### config.mk
export PLATFORM = sky130hd
export DESIGN_NAME = oc_timer
export DESIGN_NICKNAME = d
export VERILOG_FILES = /design/src/rtl/oc_timer_pkg.sv /design/src/rtl/oc_timebase.sv /design/src/rtl/oc_cmp_chan.sv /design/src/rtl/oc_pin_unit.sv /design/src/rtl/oc_timer.sv
export SDC_FILE = /design/constraint.sdc
export NUM_CORES = 1
export LEC_CHECK = 0
export ABC_AREA = 1
export CAP_MARGIN = 40
export CORE_ASPECT_RATIO = 1.5
export CORE_MARGIN = 2
export CORE_UTILIZATION = 60
export CTS_CLUSTER_DIAMETER = 80
export DETAILED_ROUTE_END_ITERATION = 10
export PLACE_DENSITY = 0.8
export SKIP_LAST_GASP = 1
export SLEW_MARGIN = 20
export SYNTH_ARGS = -nofsm -noshare
export SYNTH_HDL_FRONTEND = slang
export SYNTH_SLANG_ARGS = --single-unit
### constraint.sdc
create_clock -name clk -period 2.95 [get_ports clk]
set_input_delay 0.59 -clock clk [delete_from_list [all_inputs] [get_ports clk]]
set_output_delay 0.59 -clock clk [all_outputs]
set_load 0.02 [all_outputs]
### src/rtl/oc_timer_pkg.sv
package oc_timer_pkg;

  typedef enum logic [3:0] {
    A_CNT   = 4'd0,
    A_PRE   = 4'd1,
    A_FORCE = 4'd2,
    A_ACT   = 4'd3,
    A_MASK  = 4'd4,
    A_DATA  = 4'd5,
    A_FLAG  = 4'd6,
    A_IEN   = 4'd7,
    A_CMP0  = 4'd8
  } reg_addr_e;

  typedef enum logic [1:0] {
    ACT_NONE   = 2'd0,
    ACT_TOGGLE = 2'd1,
    ACT_LOW    = 2'd2,
    ACT_HIGH   = 2'd3
  } pin_act_e;

endpackage

### src/rtl/oc_timebase.sv
module oc_timebase #(
  parameter int unsigned CNT_W    = 16,
  parameter int unsigned LOCK_CYC = 64
) (
  input  logic             clk,
  input  logic             rst,
  input  logic             sel_wr,
  input  logic [1:0]       sel_wdata,
  output logic [CNT_W-1:0] cnt_q,
  output logic [1:0]       sel_q,
  output logic             tick,
  output logic             wrap,
  output logic             lock_open
);
  localparam int unsigned LOCK_W = $clog2(LOCK_CYC + 1);

  logic [3:0]        div_q;
  logic [LOCK_W-1:0] lock_q;

  assign lock_open = (lock_q < LOCK_W'(LOCK_CYC));

  always_comb begin
    case (sel_q)
      2'd0:    tick = 1'b1;
      2'd1:    tick = (div_q[1:0] == 2'b11);
      2'd2:    tick = (div_q[2:0] == 3'b111);
      default: tick = (div_q == 4'hF);
    endcase
  end

  assign wrap = tick && (cnt_q == {CNT_W{1'b1}});

  always_ff @(posedge clk) begin
    if (rst) begin
      div_q  <= '0;
      lock_q <= '0;
      sel_q  <= '0;
      cnt_q  <= '0;
    end else begin
      div_q <= div_q + 4'd1;
      if (lock_open) lock_q <= lock_q + LOCK_W'(1);
      if (sel_wr && lock_open) sel_q <= sel_wdata;
      if (tick) cnt_q <= cnt_q + CNT_W'(1);
    end
  end
endmodule

### src/rtl/oc_cmp_chan.sv
module oc_cmp_chan #(
  parameter int unsigned CNT_W = 16
) (
  input  logic             clk,
  input  logic             rst,
  input  logic             wr,
  input  logic [CNT_W-1:0] wdata,
  input  logic             tick,
  input  logic [CNT_W-1:0] cnt_nxt,
  output logic [CNT_W-1:0] cmp_q,
  output logic             hit
);
  assign hit = tick && (cnt_nxt == cmp_q);

  always_ff @(posedge clk) begin
    if (rst)     cmp_q <= '1;
    else if (wr) cmp_q <= wdata;
  end
endmodule

### src/rtl/oc_pin_unit.sv
module oc_pin_unit
  import oc_timer_pkg::*;
#(
  parameter int unsigned NPIN = 4
) (
  input  logic              clk,
  input  logic              rst,
  input  logic [NPIN:0]     ev,
  input  logic [2*NPIN-1:0] act,
  input  logic [NPIN-1:0]   mask,
  input  logic [NPIN-1:0]   data,
  output logic [NPIN-1:0]   pin_q
);
  logic [NPIN-1:0] pin_nxt;

  always_comb begin
    pin_nxt = pin_q;
    for (int j = 0; j < int'(NPIN); j++) begin
      if (ev[j+1]) begin
        case (pin_act_e'(act[2*j +: 2]))
          ACT_TOGGLE: pin_nxt[j] = ~pin_q[j];
          ACT_LOW:    pin_nxt[j] = 1'b0;
          ACT_HIGH:   pin_nxt[j] = 1'b1;
          default:    pin_nxt[j] = pin_q[j];
        endcase
      end
      // master channel overrides the per-pin channel
      if (ev[0] && mask[j]) pin_nxt[j] = data[j];
    end
  end

  always_ff @(posedge clk) begin
    if (rst) pin_q <= '0;
    else     pin_q <= pin_nxt;
  end
endmodule

### src/rtl/oc_timer.sv
module oc_timer
  import oc_timer_pkg::*;
#(
  parameter int unsigned CNT_W    = 16,
  parameter int unsigned NUM_CH   = 5,
  parameter int unsigned LOCK_CYC = 64
) (
  input  logic              clk,
  input  logic              rst,
  input  logic              bus_wr,
  input  logic [3:0]        bus_addr,
  input  logic [CNT_W-1:0]  bus_wdata,
  output logic [CNT_W-1:0]  bus_rdata,
  output logic [NUM_CH-2:0] oc_pin,
  output logic [NUM_CH-1:0] irq_cmp,
  output logic              irq_ovf
);
  localparam int unsigned NPIN   = NUM_CH - 1;
  localparam int unsigned FLAG_W = NUM_CH + 1;
  localparam int unsigned ACT_W  = 2 * NPIN;

  logic [CNT_W-1:0]  cnt_q;
  logic [1:0]        sel_q;
  logic              tick, wrap, lock_open;
  logic [CNT_W-1:0]  cmp_q [NUM_CH];
  logic [NUM_CH-1:0] hit, force_s, ev;
  logic [FLAG_W-1:0] flag_q, ien_q, flag_clr;
  logic [ACT_W-1:0]  act_q;
  logic [NPIN-1:0]   mask_q, data_q;
  logic [CNT_W-1:0]  rd_mux;

  oc_timebase #(.CNT_W(CNT_W), .LOCK_CYC(LOCK_CYC)) u_tb (
    .clk(clk), .rst(rst),
    .sel_wr(bus_wr && (bus_addr == A_PRE)),
    .sel_wdata(bus_wdata[1:0]),
    .cnt_q(cnt_q), .sel_q(sel_q), .tick(tick), .wrap(wrap),
    .lock_open(lock_open)
  );

  for (genvar k = 0; k < int'(NUM_CH); k++) begin : g_ch
    oc_cmp_chan #(.CNT_W(CNT_W)) u_cmp (
      .clk(clk), .rst(rst),
      .wr(bus_wr && (bus_addr == 4'(int'(A_CMP0) + k))),
      .wdata(bus_wdata), .tick(tick),
      .cnt_nxt(cnt_q + CNT_W'(1)),
      .cmp_q(cmp_q[k]), .hit(hit[k])
    );
  end

  assign force_s  = (bus_wr && (bus_addr == A_FORCE)) ? bus_wdata[NUM_CH-1:0] : '0;
  assign flag_clr = (bus_wr && (bus_addr == A_FLAG))  ? bus_wdata[FLAG_W-1:0] : '0;
  assign ev       = hit | force_s;

  oc_pin_unit #(.NPIN(NPIN)) u_pin (
    .clk(clk), .rst(rst), .ev(ev), .act(act_q),
    .mask(mask_q), .data(data_q), .pin_q(oc_pin)
  );

  always_ff @(posedge clk) begin
    if (rst) begin
      act_q  <= '0;
      mask_q <= '0;
      data_q <= '0;
      ien_q  <= '0;
      flag_q <= '0;
    end else begin
      if (bus_wr) begin
        case (bus_addr)
          A_ACT:   act_q  <= bus_wdata[ACT_W-1:0];
          A_MASK:  mask_q <= bus_wdata[NPIN-1:0];
          A_DATA:  data_q <= bus_wdata[NPIN-1:0];
          A_IEN:   ien_q  <= bus_wdata[FLAG_W-1:0];
          default: ;
        endcase
      end
      // a set on the same edge beats a write-one clear
      flag_q <= (flag_q & ~flag_clr) | {wrap, hit};
    end
  end

  assign irq_cmp = flag_q[NUM_CH-1:0] & ien_q[NUM_CH-1:0];
  assign irq_ovf = flag_q[NUM_CH] & ien_q[NUM_CH];

  always_comb begin
    case (bus_addr)
      A_CNT:   rd_mux = cnt_q;
      A_PRE:   rd_mux = CNT_W'(sel_q);
      A_ACT:   rd_mux = CNT_W'(act_q);
      A_MASK:  rd_mux = CNT_W'(mask_q);
      A_DATA:  rd_mux = CNT_W'(data_q);
      A_FLAG:  rd_mux = CNT_W'(flag_q);
      A_IEN:   rd_mux = CNT_W'(ien_q);
      default: rd_mux = '0;
    endcase
    for (int k = 0; k < int'(NUM_CH); k++) begin
      if (bus_addr == 4'(int'(A_CMP0) + k)) rd_mux = cmp_q[k];
    end
  end

  always_ff @(posedge clk) begin
    if (rst) bus_rdata <= '0;
    else     bus_rdata <= rd_mux;
  end
endmodule

==> flow_summary.yaml, run 1 <==
die:
  die_height_um: 150
  initial_utilization_pct: 61.1
  core.rowCount: 53
  fp.dieArea_um2: 15200
  die_width_um: 101
  core_region_area_um2: 14000
  num_io_pins: 49
run:
  drv.max_cap_violation_count: 0
clocking:
  cts_tree: "done"
  ctsRootBufferMaster: "clkbuf_16"
  cts.reportedPaths.clkPinSlew_ns: 0.07
  clock_latency_ns: 0.44
  cts.sinks: 157
  clock_tree.buffer_depth: 2
  cts_buffers: 17
  cts_max_level: 4
drt:
  drc_errors: 0
  drt.antenna.violating_nets: 0
  routed-via-count: 9211
  via_per_inst: 5.89
  route.detailed.wl_per_inst_um: 18.4
  totalWireLength_mm: 28.7
  drt_iter0_drc: 777
  first_pass_iters: 6
sta:
  layout_worst_path_cycle_share_pct: 94.5
  timing_hold_violations_final: 0
  setup_viol_count_final: 0
  slew_headroom_pct: 47.0
  max_transition_viols_final: 0
  fin_setup_tns_ns: 0
  worst_pin_slew_ns: 0.796
  clock.fmax_mhz: 359
  final.setup_skew_ns: 0.00674
  unrepaired_setup_endpoints_after_global_routing: "false"
  finalCriticalPeriod_ns: 2.79
  final_critical_path_setup_slack_ns: 0.163
pwr:
  pwr-share-comb_pct: 11.7
  seqPwrFrac_pct: 44.9
  ir_worst_vdd_uv: 387
  power-per-cell-area_nw_per_um2: 500
  switchingPower_mw: 1.40
  internal_power_of_the_cells_mw: 3.59
  leakagePower_nw: 4.86
  finalPower_mw: 4.99
  share_clk_of_total_power_pct: 43.4
  power.switching_fraction_pct: 28.0
logic_synthesis:
  part_of_the_yosys_area_used_for_sequential_elements_pct: 36.8
  synth_edf_count: 0
  post_synth_main_area_contributors: "dfxtp_1 37%, nand2_1 16%, nand3_1 7.8%"
  synthDominantAreaCellType: "dfxtp_1"
  synthesis.instances: 1300
  syn-num-nets: 1330
  synthDistinctLibCells: 41
  syn_area_um2: 8550
  async_reset_ff_share_pct: 0
  synth_warnings: 0
  postSynthRegisterBits: 157
  ys.flop_type: "dfxtp_1"
  synth.most_common_cell: "nand2_1"
  synthDominantCellAreaShare_pct: 36.8
  synthesis.area_per_instance_um2: 6.57
  top_post_synthesis_cells_by_count: "358 x nand2_1, 167 x inv_1, 157 x dfxtp_1, 133 x nand3_1, 97 x a21oi_1"
cells_and_area:
  drive_above_1_share_pct: 8.90
  fillCellCount: 1181
  register_area_um2: 3140
  flow.area_growth_from_synthesis_pct: 16.7
  multi_input_area_um2: 4570
  nNetsFinal: 1388
  insertedDiodeCount: 0
min_path:
  hold_end: "u_tb.sel_q[1]"
  worstHoldStart: "rst"
  min-delay-path-class: "primary input to register"
  worstHoldPathCells: 4
run_status:
  outcome: "finished, final reports clean"
place:
  io_buffer_count: 48
  detailed_place_hpwl_mm: 20.9
  routabilityCongestion: 0.988
  post-place-ws_ns: 0.246
setup_path:
  regToRegEndpoint: "u_pin.pin_q[3]"
  timing.rr.start: "u_tb.cnt_q[1]"
  worstSetupStartpointType: "register"
  endpoint_kind: "register"
  required_worst_endpoint_ns: 3.29
  setup.reg_to_reg.worst_slack_ns: 0.16
  reg2reg_depth: 16
  critical_path.max_fanout: 9
  cp_data_arrival_time_ns: 3.13
  cp_class: "register to register"
global_routing:
  antenna_violations_before_repair: 0
  grt_pass1_wl_mm: 43.8
  grt_use_total_pct: 38.3
  grt_start_max_net_pins: 65
  grt-ovfl-total: 0
  first_global_vias: 8350
metal layers:
| layer | track usage, % | vias up | wire [um] |
|---|---|---|---|
| met5 | 0 | - | 0 |
| met1 | 43.1 | 4166 | 10500 |
| met2 | 65.7 | 503 | 14000 |
| met4 | 24.9 | 0 | 2100 |
| met3 | 6.31 | 158 | 2190 |
| li1 | - | 4384 | - |
layout by cell type (no fill, tap or decap), types with 2 or more instances in the layout:
cell / synthesis / layout
nand2_1: 358 / 357
inv_1: 167 / 166
dfxtp_1: 157 / 157
nand3_1: 133 / 133
a21oi_1: 97 / 97
o21ai_0: 93 / 93
nor2_1: 85 / 81
clkdlybuf4s50_1: 0 / 47
buf_4: 1 / 42
o211ai_1: 36 / 36
nand2_2: 20 / 21
clkbuf_16: 0 / 17
nand4_1: 13 / 13
o22ai_1: 10 / 10
nor2_2: 6 / 10
xor2_1: 8 / 8
o2111ai_1: 7 / 7
ha_1: 7 / 7
nor3_1: 6 / 6
a221oi_1: 6 / 6
o221ai_1: 5 / 5
clkinvlp_4: 0 / 5
nor2_4: 4 / 4
nand3b_1: 3 / 3
nand2_4: 3 / 3
clkinv_1: 3 / 3
xnor3_1: 3 / 3
xnor2_1: 3 / 3
inv_6: 0 / 3
inv_2: 1 / 2
nand3_2: 2 / 2
nand4_2: 2 / 2
o41ai_1: 2 / 2
inv_8: 0 / 2
critical path: stages (launching register included):
cell and delay (ns):
dfxtp_1 0.42, ha_1 0.26, nand2_2 0.12, nor2_4 0.29, nand3_1 0.18, nand2_1 0.20
nand2_2 0.15, xor2_1 0.17, nand2_1 0.12, nor2_1 0.19, nand2_2 0.13, nand2_4 0.14
nand2_2 0.09, nand3_1 0.07, nand3_1 0.07, nand2_1 0.06, inv_1 0.04
worst max-delay path by stage:
| stage | startpoint | to | slack, ns | depth (start not counted) |
|---|---|---|---|---|
| final | u_tb.cnt_q[1] | u_pin.pin_q[3] | 0.16 | 16 |
| after floorplan | bus_addr[0] | g_ch[0].u_cmp.cmp_q[10] | 0.86 | 7 |
| after detailed placement | u_tb.cnt_q[1] | u_pin.pin_q[3] | 0.25 | 16 |
| after global routing | u_tb.cnt_q[1] | u_pin.pin_q[3] | 0.002 | 16 |
| after global placement | u_tb.cnt_q[1] | u_pin.pin_q[3] | 0.27 | 16 |
| after CTS | u_tb.cnt_q[1] | u_pin.pin_q[3] | 0.24 | 16 |
area by class of cell:
type / instances / share of cell area [%]
multi-input cells: 920 / 45.8
flip-flops and latches: 157 / 31.5
repair buffers: 91 / 8.13
inverters: 171 / 6.44
clock buffers: 19 / 4.44
well taps: 192 / 2.41
clock inverters: 13 / 1.30
sequential cells by signal, summed over array words and instances (netlist names):
register / cells
g_ch.u_cmp.cmp_q: 80
bus_rdata: 16
u_tb.cnt_q: 16
act_q: 8
u_tb.lock_q: 7
flag_q: 6
ien_q: 6
data_q: 4
mask_q: 4
u_pin.pin_q: 4
u_tb.div_q: 4
u_tb.sel_q: 2
power groups by stage:
stage                     combinational (mW)  clock (mW)  sequential (mW)
after floorplan                        0.346           0             2.29
after global placement                 0.561           0             2.29
after detailed placement               0.568           0             2.29
after CTS                              0.571        2.17             2.24
after global routing                   0.636        2.27             2.25
final                                  0.582        2.17             2.24
through the flow:
stage	cells	hold WS (ns)	util [%]	area, um^2
2_1_floorplan	1300	0.418	-	8550
3_3_place_gp	1529	0.432	67.1	9380
3_5_place_dp	1529	0.449	67.1	9380
4_1_cts	1561	0.453	71.2	9960
5_1_grt	1563	0.467	71.3	9970
6_report	1563	0.454	71.3	9970
cells by family (layout without fill, tap and decap cells):
| kind of cell | after synthesis | in the layout | share of synthesized area [%] |
|---|---|---|---|
| AOI/OAI and AO/OA | 260 | 260 | 17.5 |
| xor gates and xnor gates | 14 | 14 | 1.92 |
| adders and majority gates | 7 | 7 | 1.02 |
| buffers and inverters | 223 | 294 | 9.95 |
| DFF | 157 | 157 | 36.8 |
| and+or+nand+nor | 639 | 639 | 32.8 |
timing repair:
action / in CTS / in global routing
setup buffers: 0 / 2
endpoints found under the setup margin: 0 / 1
resized for setup: 0 / 1
hold buffers: 0 / 0
No activity file was read; power rests on OpenSTA's default activity.
==> inputs of run 2 (changes only) <==
Settings changed: TNS_END_PERCENT set to 30.
==> results of run 2 <==
Same layout as run 1: the final DEF is identical, and so are final timing and power.
==> inputs of run 3 (changes only) <==
Settings changed: CORE_MARGIN 2 to 4, TNS_END_PERCENT 30 to 20.
==> run 3 against run 2 <==
  * Maximum frequency increased by 4.4%
  * Via count is 0.41% lower
  * Global-route usage fell by 2.7 points
  * Final cell count unchanged
  * Sequential share of layout area decreased by 0.16 points
  * Die area grew 6.7%
  * Register-to-register slack better by 0.12 ns
  * Clock skew grew 0.0013 ns
  * Core utilization increased by 0.39 points
  * Critical endpoint unchanged
  * Largest cell class unchanged
  * Highest routed layer unchanged
==> flow_summary.yaml, run 3 (synthesized netlist as in run 1, its figures left out) <==
die:
  core_region_area_um2: 14000
  die_height_um: 154
  fp.dieArea_um2: 16300
  num_io_pins: 49
  initial_utilization_pct: 61.1
  core.rowCount: 53
  die_width_um: 105
global_routing:
  grt_start_max_net_pins: 65
  antenna_violations_before_repair: 0
  grt_use_total_pct: 35.6
  grt-ovfl-total: 0
  grt_pass1_wl_mm: 45.0
  first_global_vias: 8633
drt:
  route.detailed.wl_per_inst_um: 18.5
  totalWireLength_mm: 28.9
  drc_errors: 0
  first_pass_iters: 8
  drt_iter0_drc: 732
  routed-via-count: 9173
  via_per_inst: 5.87
  drt.antenna.violating_nets: 0
cells_and_area:
  fraction_of_the_core_area_covered_by_cells_at_the_end_of_the_flow_pct: 71.7
  reg_top3: "g_ch.u_cmp.cmp_q (80), bus_rdata (16), u_tb.cnt_q (16)"
  drive_above_1_share_pct: 9.04
  regMostFlops: "g_ch.u_cmp.cmp_q"
  fillCellCount: 1164
  register_area_um2: 3140
  insertedDiodeCount: 0
  flow.area_growth_from_synthesis_pct: 17.3
  layout_commonest_cell: "nand2_1"
  most-common-layout-cells: "357 x nand2_1, 166 x inv_1, 156 x dfxtp_1"
  multi_input_area_um2: 4570
  largest_register_ffs: 80
  nNetsFinal: 1389
setup_path:
  required_worst_endpoint_ns: 3.28
  cp_class: "register to register"
  regToRegEndpoint: "u_pin.pin_q[3]"
  endpoint_kind: "register"
  cp_data_arrival_time_ns: 3.00
  timing.rr.start: "u_tb.cnt_q[1]"
  setup.reg_to_reg.worst_slack_ns: 0.28
  worstSetupStartpointType: "register"
  reg2reg_depth: 17
  critical_path.max_fanout: 8
clocking:
  cts_tree: "done"
  number_of_hold_repair_buffers_added_at_the_cts_stage: 0
  ctsRootBufferMaster: "clkbuf_16"
  clock_latency_ns: 0.44
  cts_max_level: 4
  cts.sinks: 157
  cts.reportedPaths.clkPinSlew_ns: 0.06
  cts_buffers: 17
  clock_tree.buffer_depth: 2
min_path:
  worstHoldStart: "u_tb.div_q[0]"
  min-delay-path-class: "register to register"
  worstHoldPathCells: 1
  hold_end: "u_tb.div_q[0]"
sta:
  setup_viol_count_final: 0
  slew_headroom_pct: 48.2
  worst_pin_slew_ns: 0.777
  finalCriticalPeriod_ns: 2.67
  fin_setup_tns_ns: 0
  layout_worst_path_cycle_share_pct: 90.5
  unrepaired_setup_endpoints_after_global_routing: "false"
  clock.fmax_mhz: 375
  final.setup_skew_ns: 0.00801
  timing_hold_violations_final: 0
  max_transition_viols_final: 0
  final_critical_path_setup_slack_ns: 0.280
place:
  routabilityCongestion: 1.03
  io_buffer_count: 48
  detailed_place_hpwl_mm: 21.0
  post-place-ws_ns: 0.228
pwr:
  power-per-cell-area_nw_per_um2: 511
  ir_worst_vdd_uv: 400
  leakagePower_nw: 4.89
run_status:
  outcome: "finished, final reports clean"
run:
  drv.max_cap_violation_count: 0
==> run 3: how the worst max path moves through the flow <==
stage	start	end	slack (ns)	cells past startpoint
final	u_tb.cnt_q[1]	u_pin.pin_q[3]	0.28	17
after global routing	u_tb.cnt_q[0]	u_pin.pin_q[3]	0.05	17
after CTS	u_tb.cnt_q[0]	u_pin.pin_q[3]	0.19	16
after detailed placement	bus_addr[0]	g_ch[4].u_cmp.cmp_q[10]	0.23	9
after floorplan	bus_addr[0]	g_ch[0].u_cmp.cmp_q[10]	0.86	7
after global placement	u_tb.cnt_q[0]	u_pin.pin_q[3]	0.26	16
==> run 3: critical path, stage by stage (launching register included) <==
cell     delay [ns]
dfxtp_1        0.41
ha_1           0.26
nand2_2        0.12
nor2_4         0.19
buf_4          0.15
nand3_1        0.10
nand2_1        0.19
nand2_2        0.14
xor2_1         0.15
nand2_1        0.11
nor2_1         0.14
nand2_2        0.11
nand2_4        0.14
nand2_2        0.08
nand3_1        0.08
nand3_1        0.08
nand2_1        0.06
inv_1          0.05
==> run 3: repair_timing <==
| action | in CTS | in global routing |
|---|---|---|
| resized for setup | 0 | 3 |
| buffers inserted | 0 | 3 |
| setup endpoints to repair | 0 | 2 |
==> run 3: area by class of cell <==
| class | count | area share [%] |
|---|---|---|
| sequential | 157 | 31.3 |
| timing repair buffer | 92 | 8.28 |
| clock buffer | 18 | 4.38 |
| tap | 192 | 2.40 |
| inverter | 171 | 6.40 |
| multi-input combinational | 920 | 45.6 |
| clock inverter | 13 | 1.62 |
==> run 3: layer usage <==
| metal | share of wire, % | GRT usage [%] | wire length (um) |
|---|---|---|---|
| met1 | 36 | 38.9 | 10500 |
| met2 | 50 | 62.1 | 14300 |
| met3 | 6.8 | 6.43 | 1950 |
| met4 | 7.4 | 24.0 | 2140 |
| met5 | 0 | 0 | 0 |
==> run 3: power breakdown <==
group          switching (mW)  internal (mW)  total, mW  leakage [nW]
Clock                   0.938           1.35       2.29         0.289
Sequential             0.0580           2.19       2.25          1.28
Combinational           0.379          0.208      0.587          3.32
==> run 3: stage by stage <==
stage | std cells | power [mW] | hold slack, ns | cell area, um^2
final | 1563 | 5.12 | 0.454 | 10000
after CTS | 1560 | 5.11 | 0.458 | 10000
after detailed placement | 1529 | 2.86 | 0.447 | 9400
after global placement | 1529 | 2.85 | 0.431 | 9400
after global routing | 1563 | 5.28 | 0.489 | 10000
after floorplan | 1300 | 2.64 | 0.418 | 8550
